--- src/rtl/rfe_pkg.sv ---
package rfe_pkg;
  localparam int RFE_DW  = 16;
  localparam int PAT_DIM = 8;

  typedef enum logic [1:0] {
    OP_SOLID   = 2'd0,
    OP_PATTERN = 2'd1,
    OP_EXPAND  = 2'd2
  } rfe_op_e;

  typedef enum logic [2:0] {
    ST_IDLE,
    ST_PREQ,
    ST_PWAIT,
    ST_FILL,
    ST_FIN
  } rfe_state_e;
endpackage

--- src/rtl/rfe_pattern_buf.sv ---
module rfe_pattern_buf #(
  parameter int DW = 16,
  parameter int IW = 6
) (
  input  logic          clk,
  input  logic          wr_en,
  input  logic          wr_wide,
  input  logic [IW-1:0] wr_word,
  input  logic [DW-1:0] wr_data,
  input  logic [IW-1:0] rd_idx0,
  input  logic [IW-1:0] rd_idx1,
  output logic [DW-1:0] rd_pix0,
  output logic [DW-1:0] rd_pix1
);
  localparam int N  = 1 << IW;
  localparam int HB = DW / 2;

  logic [DW-1:0] store [N];

  // A wide word holds one pixel; a narrow word holds two byte pixels.
  always_ff @(posedge clk) begin
    if (wr_en) begin
      if (wr_wide) begin
        store[wr_word] <= wr_data;
      end else begin
        store[{wr_word[IW-2:0], 1'b0}] <= DW'(wr_data[HB-1:0]);
        store[{wr_word[IW-2:0], 1'b1}] <= DW'(wr_data[DW-1:HB]);
      end
    end
  end

  assign rd_pix0 = store[rd_idx0];
  assign rd_pix1 = store[rd_idx1];
endmodule

--- src/rtl/rfe_mono_src.sv ---
module rfe_mono_src #(
  parameter int DW = 16,
  localparam int CNTW = $clog2(DW) + 1
) (
  input  logic            clk,
  input  logic            rst_n,
  input  logic            clear,
  input  logic            want,
  input  logic            host_valid,
  input  logic [DW-1:0]   host_data,
  output logic            host_ready,
  input  logic            take_en,
  input  logic            take2,
  output logic            bit0,
  output logic            bit1,
  output logic [CNTW-1:0] avail
);
  logic [DW-1:0] sr;

  assign host_ready = want && (avail == '0);
  assign bit0 = sr[DW-1];
  assign bit1 = sr[DW-2];

  always_ff @(posedge clk or negedge rst_n) begin
    if (!rst_n) begin
      sr    <= '0;
      avail <= '0;
    end else if (clear) begin
      avail <= '0;
    end else if (host_valid && host_ready) begin
      sr    <= host_data;
      avail <= CNTW'(DW);
    end else if (take_en) begin
      if (take2) begin
        sr    <= {sr[DW-3:0], 2'b00};
        avail <= avail - CNTW'(2);
      end else begin
        sr    <= {sr[DW-2:0], 1'b0};
        avail <= avail - CNTW'(1);
      end
    end
  end
endmodule

--- src/rtl/rfe_lane_pack.sv ---
module rfe_lane_pack #(
  parameter int DW = 16
) (
  input  logic          wide,
  input  logic          odd,
  input  logic          two,
  input  logic [DW-1:0] pix0,
  input  logic [DW-1:0] pix1,
  input  logic          wen0,
  input  logic          wen1,
  output logic [DW-1:0] wdata,
  output logic [1:0]    be
);
  localparam int HB = DW / 2;

  always_comb begin
    if (wide) begin
      wdata = pix0;
      be    = wen0 ? 2'b11 : 2'b00;
    end else if (odd) begin
      wdata = {pix0[HB-1:0], {HB{1'b0}}};
      be    = {wen0, 1'b0};
    end else begin
      wdata = {two ? pix1[HB-1:0] : {HB{1'b0}}, pix0[HB-1:0]};
      be    = {two && wen1, wen0};
    end
  end
endmodule

--- src/rtl/rect_fill_engine.sv ---
module rect_fill_engine
  import rfe_pkg::*;
#(
  parameter int AW = 20,
  parameter int CW = 12,
  parameter int PW = 14
) (
  input  logic              clk,
  input  logic              rst_n,
  input  logic              start,
  input  logic [1:0]        cfg_op,
  input  logic              cfg_bpp16,
  input  logic              cfg_linear,
  input  logic              cfg_transp,
  input  logic [AW:0]       cfg_dst,
  input  logic [CW-1:0]     cfg_width,
  input  logic [CW-1:0]     cfg_height,
  input  logic [PW-1:0]     cfg_pitch,
  input  logic [RFE_DW-1:0] cfg_fg,
  input  logic [RFE_DW-1:0] cfg_bg,
  input  logic [AW-1:0]     cfg_pat_base,
  output logic              busy,
  output logic              done,
  input  logic              host_valid,
  output logic              host_ready,
  input  logic [RFE_DW-1:0] host_data,
  output logic              mem_req,
  output logic              mem_we,
  input  logic              mem_ready,
  output logic [AW-1:0]     mem_addr,
  output logic [1:0]        mem_be,
  output logic [RFE_DW-1:0] mem_wdata,
  input  logic              mem_rvalid,
  input  logic [RFE_DW-1:0] mem_rdata
);
  localparam int BAW  = AW + 1;
  localparam int PB   = $clog2(PAT_DIM);
  localparam int PIDX = 2 * PB;
  localparam int CNTW = $clog2(RFE_DW) + 1;

  rfe_state_e        state;
  rfe_op_e           r_op;
  logic              r_bpp16, r_transp;
  logic [BAW-1:0]    r_stride, lb;
  logic [CW-1:0]     r_width, r_height, x, y;
  logic [RFE_DW-1:0] r_fg, r_bg;
  logic [AW-1:0]     r_pbase;
  logic [PIDX-1:0]   pk;

  logic [BAW-1:0]    xoff, ba;
  logic [CW-1:0]     rem;
  logic [CW:0]       x_next;
  logic              is_exp, have_bits, two, line_end, last_line, in_fill, step, start_ok;
  logic              bit0, bit1, wen0, wen1;
  logic [CNTW-1:0]   avail;
  logic [RFE_DW-1:0] pat0, pat1, pix0, pix1, wdata;
  logic [1:0]        be;
  logic [PIDX-1:0]   pk_last;

  assign in_fill  = (state == ST_FILL);
  assign start_ok = start && (state == ST_IDLE);
  assign busy     = (state != ST_IDLE);
  assign is_exp   = (r_op == OP_EXPAND);

  // Destination position of the word being written.
  assign xoff      = r_bpp16 ? BAW'({x, 1'b0}) : BAW'(x);
  assign ba        = lb + xoff;
  assign rem       = r_width - x;
  assign have_bits = !is_exp || (avail != '0);
  assign two       = !r_bpp16 && !ba[0] && (rem >= CW'(2)) && (!is_exp || avail >= CNTW'(2));
  assign x_next    = {1'b0, x} + (two ? (CW+1)'(2) : (CW+1)'(1));
  assign line_end  = (x_next == {1'b0, r_width});
  assign last_line = (y == r_height - CW'(1));
  assign pk_last   = r_bpp16 ? {PIDX{1'b1}} : {1'b0, {(PIDX-1){1'b1}}};

  rfe_pattern_buf #(.DW(RFE_DW), .IW(PIDX)) u_pat (
    .clk     (clk),
    .wr_en   (state == ST_PWAIT && mem_rvalid),
    .wr_wide (r_bpp16),
    .wr_word (pk),
    .wr_data (mem_rdata),
    .rd_idx0 ({y[PB-1:0], x[PB-1:0]}),
    .rd_idx1 ({y[PB-1:0], x[PB-1:0] + PB'(1)}),
    .rd_pix0 (pat0),
    .rd_pix1 (pat1)
  );

  rfe_mono_src #(.DW(RFE_DW)) u_mono (
    .clk        (clk),
    .rst_n      (rst_n),
    .clear      (start_ok || (step && line_end)),
    .want       (in_fill && is_exp),
    .host_valid (host_valid),
    .host_data  (host_data),
    .host_ready (host_ready),
    .take_en    (step && is_exp),
    .take2      (two),
    .bit0       (bit0),
    .bit1       (bit1),
    .avail      (avail)
  );

  always_comb begin
    unique case (r_op)
      OP_PATTERN: begin pix0 = pat0; pix1 = pat1; end
      OP_EXPAND:  begin pix0 = bit0 ? r_fg : r_bg; pix1 = bit1 ? r_fg : r_bg; end
      default:    begin pix0 = r_fg; pix1 = r_fg; end
    endcase
  end
  assign wen0 = !(is_exp && r_transp && !bit0);
  assign wen1 = !(is_exp && r_transp && !bit1);

  rfe_lane_pack #(.DW(RFE_DW)) u_pack (
    .wide  (r_bpp16),
    .odd   (ba[0]),
    .two   (two),
    .pix0  (pix0),
    .pix1  (pix1),
    .wen0  (wen0),
    .wen1  (wen1),
    .wdata (wdata),
    .be    (be)
  );

  assign step      = in_fill && have_bits && (be == 2'b00 || mem_ready);
  assign mem_req   = (in_fill && have_bits && be != 2'b00) || (state == ST_PREQ);
  assign mem_we    = in_fill;
  assign mem_addr  = in_fill ? ba[BAW-1:1] : r_pbase + AW'(pk);
  assign mem_be    = in_fill ? be : 2'b11;
  assign mem_wdata = in_fill ? wdata : '0;

  always_ff @(posedge clk or negedge rst_n) begin
    if (!rst_n) begin
      state <= ST_IDLE;  done <= 1'b0;  r_op <= OP_SOLID;
      r_bpp16 <= 1'b0;   r_transp <= 1'b0;
      r_stride <= '0;    lb <= '0;  r_width <= '0;  r_height <= '0;
      x <= '0;  y <= '0; r_fg <= '0; r_bg <= '0; r_pbase <= '0; pk <= '0;
    end else begin
      done <= 1'b0;
      unique case (state)
        ST_IDLE: if (start) begin
          r_op     <= rfe_op_e'(cfg_op);
          r_bpp16  <= cfg_bpp16;
          r_transp <= cfg_transp;
          r_width  <= cfg_width;
          r_height <= cfg_height;
          r_fg     <= cfg_fg;
          r_bg     <= cfg_bg;
          r_pbase  <= cfg_pat_base;
          r_stride <= cfg_linear ? (cfg_bpp16 ? BAW'({cfg_width, 1'b0}) : BAW'(cfg_width))
                                 : BAW'(cfg_pitch);
          lb <= cfg_dst;  x <= '0;  y <= '0;  pk <= '0;
          if (cfg_width == '0 || cfg_height == '0) state <= ST_FIN;
          else if (rfe_op_e'(cfg_op) == OP_PATTERN) state <= ST_PREQ;
          else state <= ST_FILL;
        end
        ST_PREQ:  if (mem_ready) state <= ST_PWAIT;
        ST_PWAIT: if (mem_rvalid) begin
          pk    <= pk + PIDX'(1);
          state <= (pk == pk_last) ? ST_FILL : ST_PREQ;
        end
        ST_FILL: if (step) begin
          if (line_end) begin
            x  <= '0;
            y  <= y + CW'(1);
            lb <= lb + r_stride;
            if (last_line) begin
              state <= ST_IDLE;
              done  <= 1'b1;
            end
          end else begin
            x <= x_next[CW-1:0];
          end
        end
        ST_FIN: begin
          state <= ST_IDLE;
          done  <= 1'b1;
        end
        default: state <= ST_IDLE;
      endcase
    end
  end
endmodule

--- config.mk ---
export PLATFORM = sky130hd
export DESIGN_NAME = rect_fill_engine
export DESIGN_NICKNAME = d
export VERILOG_FILES = /design/src/rtl/rfe_pkg.sv /design/src/rtl/rfe_pattern_buf.sv /design/src/rtl/rfe_mono_src.sv /design/src/rtl/rfe_lane_pack.sv /design/src/rtl/rect_fill_engine.sv
export SDC_FILE = /design/constraint.sdc
export NUM_CORES = 2
export LEC_CHECK = 0
export CELL_PAD_IN_SITES_DETAIL_PLACEMENT = 1
export CELL_PAD_IN_SITES_GLOBAL_PLACEMENT = 1
export CORE_ASPECT_RATIO = 1.75
export CORE_MARGIN = 5
export CORE_UTILIZATION = 50
export DETAILED_ROUTE_END_ITERATION = 8
export PLACE_DENSITY = 0.84
export SETUP_SLACK_MARGIN = 0.05
export SLEW_MARGIN = 30
export SYNTH_ARGS = -nofsm -noshare
export SYNTH_HDL_FRONTEND = slang
export SYNTH_HIERARCHICAL = 1
export SYNTH_SLANG_ARGS = --single-unit
export TNS_END_PERCENT = 5
--- constraint.sdc ---
create_clock -name clk -period 7.24 [get_ports clk]
set_input_delay 2.172 -clock clk [delete_from_list [all_inputs] [get_ports clk]]
set_output_delay 2.172 -clock clk [all_outputs]
set_load 0.01 [all_outputs]
======== Word-level counts from Yosys, hierarchy flattened ========
Memory sizes are Yosys's and may differ from the RTL's.
Index checks and enable logic that the tools add are counted.
storage, ports and cells
  register bits after elaboration ......... 177
  bits in writable memories ............... 1,024
  output and inout bits ................... 43
  logic and storage cells ................. 159
  memories kept ........................... 1
cells by class
  $add $sub $neg .......................... 11
  magnitude comparators ................... 2
  equality and inequality tests ........... 16
  muxes and demuxes ....................... 62
  bitwise gates (word level) .............. 1
  reduce and logical (&&, ||, !) cells .... 49
memory list
  memory       depth  width  read ports  clocked after Yosys merged registers in  write ports  line                   text
  u_pat.store  64     16     2           0                                        2            rfe_pattern_buf.sv:18  logic [DW-1:0] store [N];
operators by type and width
  cell                   count
  $mux 16                8
  $mux 21                3
  $mux 12                5
  $pmux 12 s2            2
  $pmux 21 s2            1
  $pmux 16 s2            1
  $mux 13                2
  $logic_not 12->1       2
  $mux 6                 4
  $add 21x13->21         1
  $add 21x21->21         1
  $mux 3                 7
  $add 20x6->20          1
  $mux 20                1
  $mux 5                 4
  $logic_and 1x1->1      17
  $mux 8                 2
  $pmux 8 s2             1
  $reduce_or 16->1       1
  $mux 14                1
  $mux 2                 7
  $add 12x2->13          1
  $eq 13x12->1           1
  $add 12x1->12 const B  1
  34 further kinds       66

======== Longest topological paths before layout ========
  word-level depth ........................ 16
  mapped depth ............................ 28
  depth with buffers taken out ............ 24

======== Cells and area by module ========
The synthesis kept the hierarchy.
modules (own cells, without submodules)
  module            times used  cells an instance  area each (µm²)  seq. area each (µm²)
  rfe_pattern_buf   1           4,855              55,667.1         25,624.6
  rect_fill_engine  1           1,420              11,304.6         3,728.6
  rfe_mono_src      1           162                1,473.9          525.5
  rfe_lane_pack     1           49                 290.3            0.0

======== Worst setup path before layout ========
No wires, ideal clock.
  path type ............................... register to register
  from .................................... register x[0]
  to ...................................... register u_mono.sr[5]
  setup time .............................. 127 ps
  data arrival time ....................... 5,863 ps
  path slack .............................. 1,249 ps
  cell stages (with the launch flop) ...... 28
  path buffers ............................ 4
  cell sequence ........................... dfrtp_1 > ha_1 > inv_1 > fa_1 > a21o_1 > a21oi_1 > xor2_1 > nand4_1 > a2111oi_0 > or4b_2 > o211ai_1 > ha_1 > inv_1 > fa_1 > and4b_1 > a21oi_1 > a311oi_1 > o2111a_1 > nand4_1 > nand2_1 > buf_2 > buf_2 > buf_2 > nand2b_4 > buf_6 > o22ai_1 > nand2_1 > o211ai_2
between the ends
  cells in the longest elaborated chain, start to end .. 16
  elaborated cells on any way between the ends .. 26
RTL lines
  item                                                                    line                     text
  start: declaration                                                      rect_fill_engine.sv:45   logic [CW-1:0] r_width, r_height, x, y;
  start signal: assignment                                                rect_fill_engine.sv:172  x <= x_next[CW-1:0];
  parallel branches: the longest is 16 deep, another holds $add 12x2->13  --
  end signal: assignment                                                  rfe_mono_src.sv:31       sr <= host_data;
  end signal: assignment                                                  rfe_mono_src.sv:35       sr <= {sr[DW-3:0], 2'b00};
  end signal: assignment                                                  rfe_mono_src.sv:38       sr <= {sr[DW-2:0], 1'b0};
  end: declaration                                                        rfe_mono_src.sv:18       logic [DW-1:0] sr;
Parallel ways; which one is timed is not known. The select of a mux whose other input is x is not followed.
A chain may end at the register's enable or synchronous reset.

======== Worst setup path in the final report ========
  from .................................... register x[0]
  to ...................................... output mem_wdata[13]
between the ends
  elaborated cells on any way between the ends .. 16
RTL lines
  item                 line                     text
  $mem_v2 64x16        --
  named net pat0[13]   rect_fill_engine.sv:56   logic [RFE_DW-1:0] pat0, pat1, pix0, pix1, wdata;
  $pmux 16 s2          rect_fill_engine.sv:104  unique case (r_op)
  named net pix0[13]   rect_fill_engine.sv:56
  $mux 16              rfe_lane_pack.sv:17      if (wide) begin
  named net wdata[13]  rect_fill_engine.sv:56
  $mux 16              rect_fill_engine.sv:130  assign mem_wdata = in_fill ? wdata : '0;
  end: declaration     rect_fill_engine.sv:32   output logic [RFE_DW-1:0] mem_wdata,
The timed path passes the listed nets, and every way through them passes these cells.

==> metrics.yaml <==
timing:
  rsz_0062_raised_after_global_routing: "true"
  clock.fmax_ghz: 0.137
  hold_slack_ns: 0.454
  min_period_ns: 7.32
  timing_max_transition_violations_final: 0
  finalSetupViolations: 3
  fin_crit_sh_pct: 101
  fin_ws_ns: -0.0776
  fin_worst_skew_ns: 0.0366
  hold_violations: 0
  worstMarginPinSlew_ns: 1.16
  worst_slew_margin_rel_pct: 22.4
min_path:
  hold_path_depth: 2
  min_to: "u_pat/store[60][13]"
  worst_hold_startpoint: "u_pat/store[60][13]"
  min-delay-path-class: "register to register"
place:
  gp_congestion: 1.02
  dp_slack_ns: 0.521
  placedInstanceArea_mm2: 0.0679
  port_buffers: 196
  detailedPlacementHpwl_um: 182000
critical_path:
  rr_endpoint: "u_mono/sr[6]"
  crit_required_ns: 5.07
  worstSetupStartpoint: "x[0]"
  cpMostUsedCell: "sky130_fd_sc_hd__buf_4"
  timing.critical_path.fanout_max: 12
  r2r_start: "x[0]"
  rrSetupSlack_ns: 0.40
  crit_chain: "buf_2 > buf_4 > inv_2 > buf_4 > mux2i_1 > a32o_1 > nor4_1 > a31o_2 > a222oi_1 > inv_1 > nor2b_1 > a21oi_1 > and2_1 > clkdlybuf4s50_1"
  worstRegToRegCells: 22
  cpMaxStageDelayCell: "sky130_fd_sc_hd__nor4_1"
  critPathArrivalTime_ns: 5.15
  worst-setup-path-type: "register to primary output"
  cp-start-kind: "register"
  cp-end-kind: "primary output"
  timing.critical_path.slowest_cell_delay_ns: 0.69
layout:
  flow.area_growth_from_synthesis_pct: 11.8
  final_layout_size_suffix_gt1_share_pct: 16.6
  stdcell_area_mm2: 0.0723
  final_net_count: 6311
  most_frequent_standard_cell_in_the_layout_excluding_fill_and_tap_cells: "sky130_fd_sc_hd__nand2_1"
  nFillCells: 13485
  mostFrequentLayoutCells: "sky130_fd_sc_hd__nand2_1 (914), sky130_fd_sc_hd__edfxtp_1 (512), sky130_fd_sc_hd__dfxtp_1 (512), sky130_fd_sc_hd__a21oi_1 (456), sky130_fd_sc_hd__mux4_2 (360)"
global_routing:
  grt.overflow.total: 0
  grtUsageTotal_pct: 39.0
  via_count_of_the_first_global_routing_pass: 58127
  grt_antenna_before_repair: 27
  grt_start_max_net_pins: 120
  grt_pass1_wl_um: 395000
clocking:
  cts_max_path_buffers: 3
  numClockSinks: 1194
  cts_buffers: 109
  cts_tree: "built"
  insertion_delay_ns: 0.78
  clk_pin_slew_worst_paths_ns: 0.07
  cts_root_buffer: "sky130_fd_sc_hd__clkbuf_16"
  cts_hold_buf: 0
  htree_levels: 3
run_status:
  violated_checks: "negative setup slack"
  status: "complete, but fails checks"
die:
  initial_core_util_pct: 50.3
  die-height_um: 486
  top_level_ports: 197
  die-width_um: 282
  core_area_mm2: 0.128
  dieArea_mm2: 0.137
  floorplan.rows: 174
drt:
  initialDrtViolationCount: 6812
  route.detailed.vias_per_inst: 7.15
  routed-via-count: 56330
  detail_route.wirelength_um: 276000
  post_route_drc: 0
  drt-wirelength-per-cell_um: 35.0
  drtPass1Iterations: 8
  route.antenna.remaining_nets: 0
power_and_ir_drop:
  totalPowerFinal_mw: 27.0
  power-per-cell-area_mw_per_mm2: 374
  irDropWorstVdd_uv: 329
  power_leakage_nw: 25.9
synth:
  synth_fp_nets: 6379
  yosys_warnings: 6
  synthesis.area_per_instance_um2: 10.5
  mappedNetlistArea_mm2: 0.0647
  post_synth_inst_count: 6164
job:
  maxCapViolations: 0
per-stage QoR:
| stage | util, % | std cells | setup TNS [ns] |
|---|---|---|---|
| 3_5_place_dp | 52.8 | 7640 | 0 |
| 3_3_place_gp | 52.8 | 7640 | 0 |
| 5_1_grt | 56.3 | 7870 | -0.174 |
| 6_report | 56.3 | 7879 | -0.153 |
| 4_1_cts | 55.8 | 7854 | 0 |
| 2_1_floorplan | - | 6164 | 0 |
critical path, delay by kind of cell (launching register included):
kind / cells / cell delay [ns]
buffers and inverters: 6 / 1.61
AOI/OAI and AO/OA: 4 / 1.03
and+or+nand+nor: 3 / 0.90
DFF: 1 / 0.59
muxes: 1 / 0.22
report_power, final:
part / internal (mW) / switching [mW]
Clock: 3.47 / 2.78
Sequential: 7.51 / 0.753
Combinational: 4.82 / 7.70
layer usage:
layer | GRT usage [%] | vias to the layer above | wire length [um]
met3 | 11.2 | 1525 | 28900
met1 | 40.5 | 28143 | 83900
met4 | 35.2 | 10 | 33900
li1 | - | 22473 | -
met5 | 0 | - | 108
met2 | 63.5 | 4179 | 129000
state kept, by name, indices dropped and copies added (netlist names):
signal,flops
u_mono/avail,5
done,1
x,12
y,12
r_width,12
u_pat/store,1024
r_transp,1
r_fg,16
r_bg,16
pk,6
u_mono/sr,16
r_stride,14
state,3
r_height,12
r_pbase,20
r_bpp16,1
r_op,2
lb,21
final cells by class:
type                       instances  area (um^2)  area share [%]
sequential                      1194        29900            41.4
clock buffer                     141         3040            4.20
multi-input combinational       4224        31800            44.0
timing repair buffer             458         4260            5.89
inverter                         109          420           0.582
antenna                           16         40.0          0.0554
tap                             1672         2090            2.89
clock inverter                    65          729            1.01
worst max-delay path by stage:
stage | slack, ns | endpoint | depth (start not counted)
floorplan | 1.25 | u_mono/sr[5] | 27
global placement | 0.46 | mem_wdata[14] | 12
detailed placement | 0.52 | u_mono/sr[6] | 22
CTS | 0.04 | mem_wdata[8] | 12
global route | -0.09 | mem_wdata[10] | 15
finish | -0.08 | mem_wdata[13] | 14
timing repair:
| action | in CTS | in global routing |
|---|---|---|
| endpoints found under the setup margin | 10 | 31 |
| buffers inserted | 8 | 6 |
| resized for setup | 6 | 43 |
| pin swaps | 1 | 2 |
| cloned | 0 | 2 |
| endpoints found under the hold margin | 0 | 0 |
No activity file was read; power rests on OpenSTA's default activity.
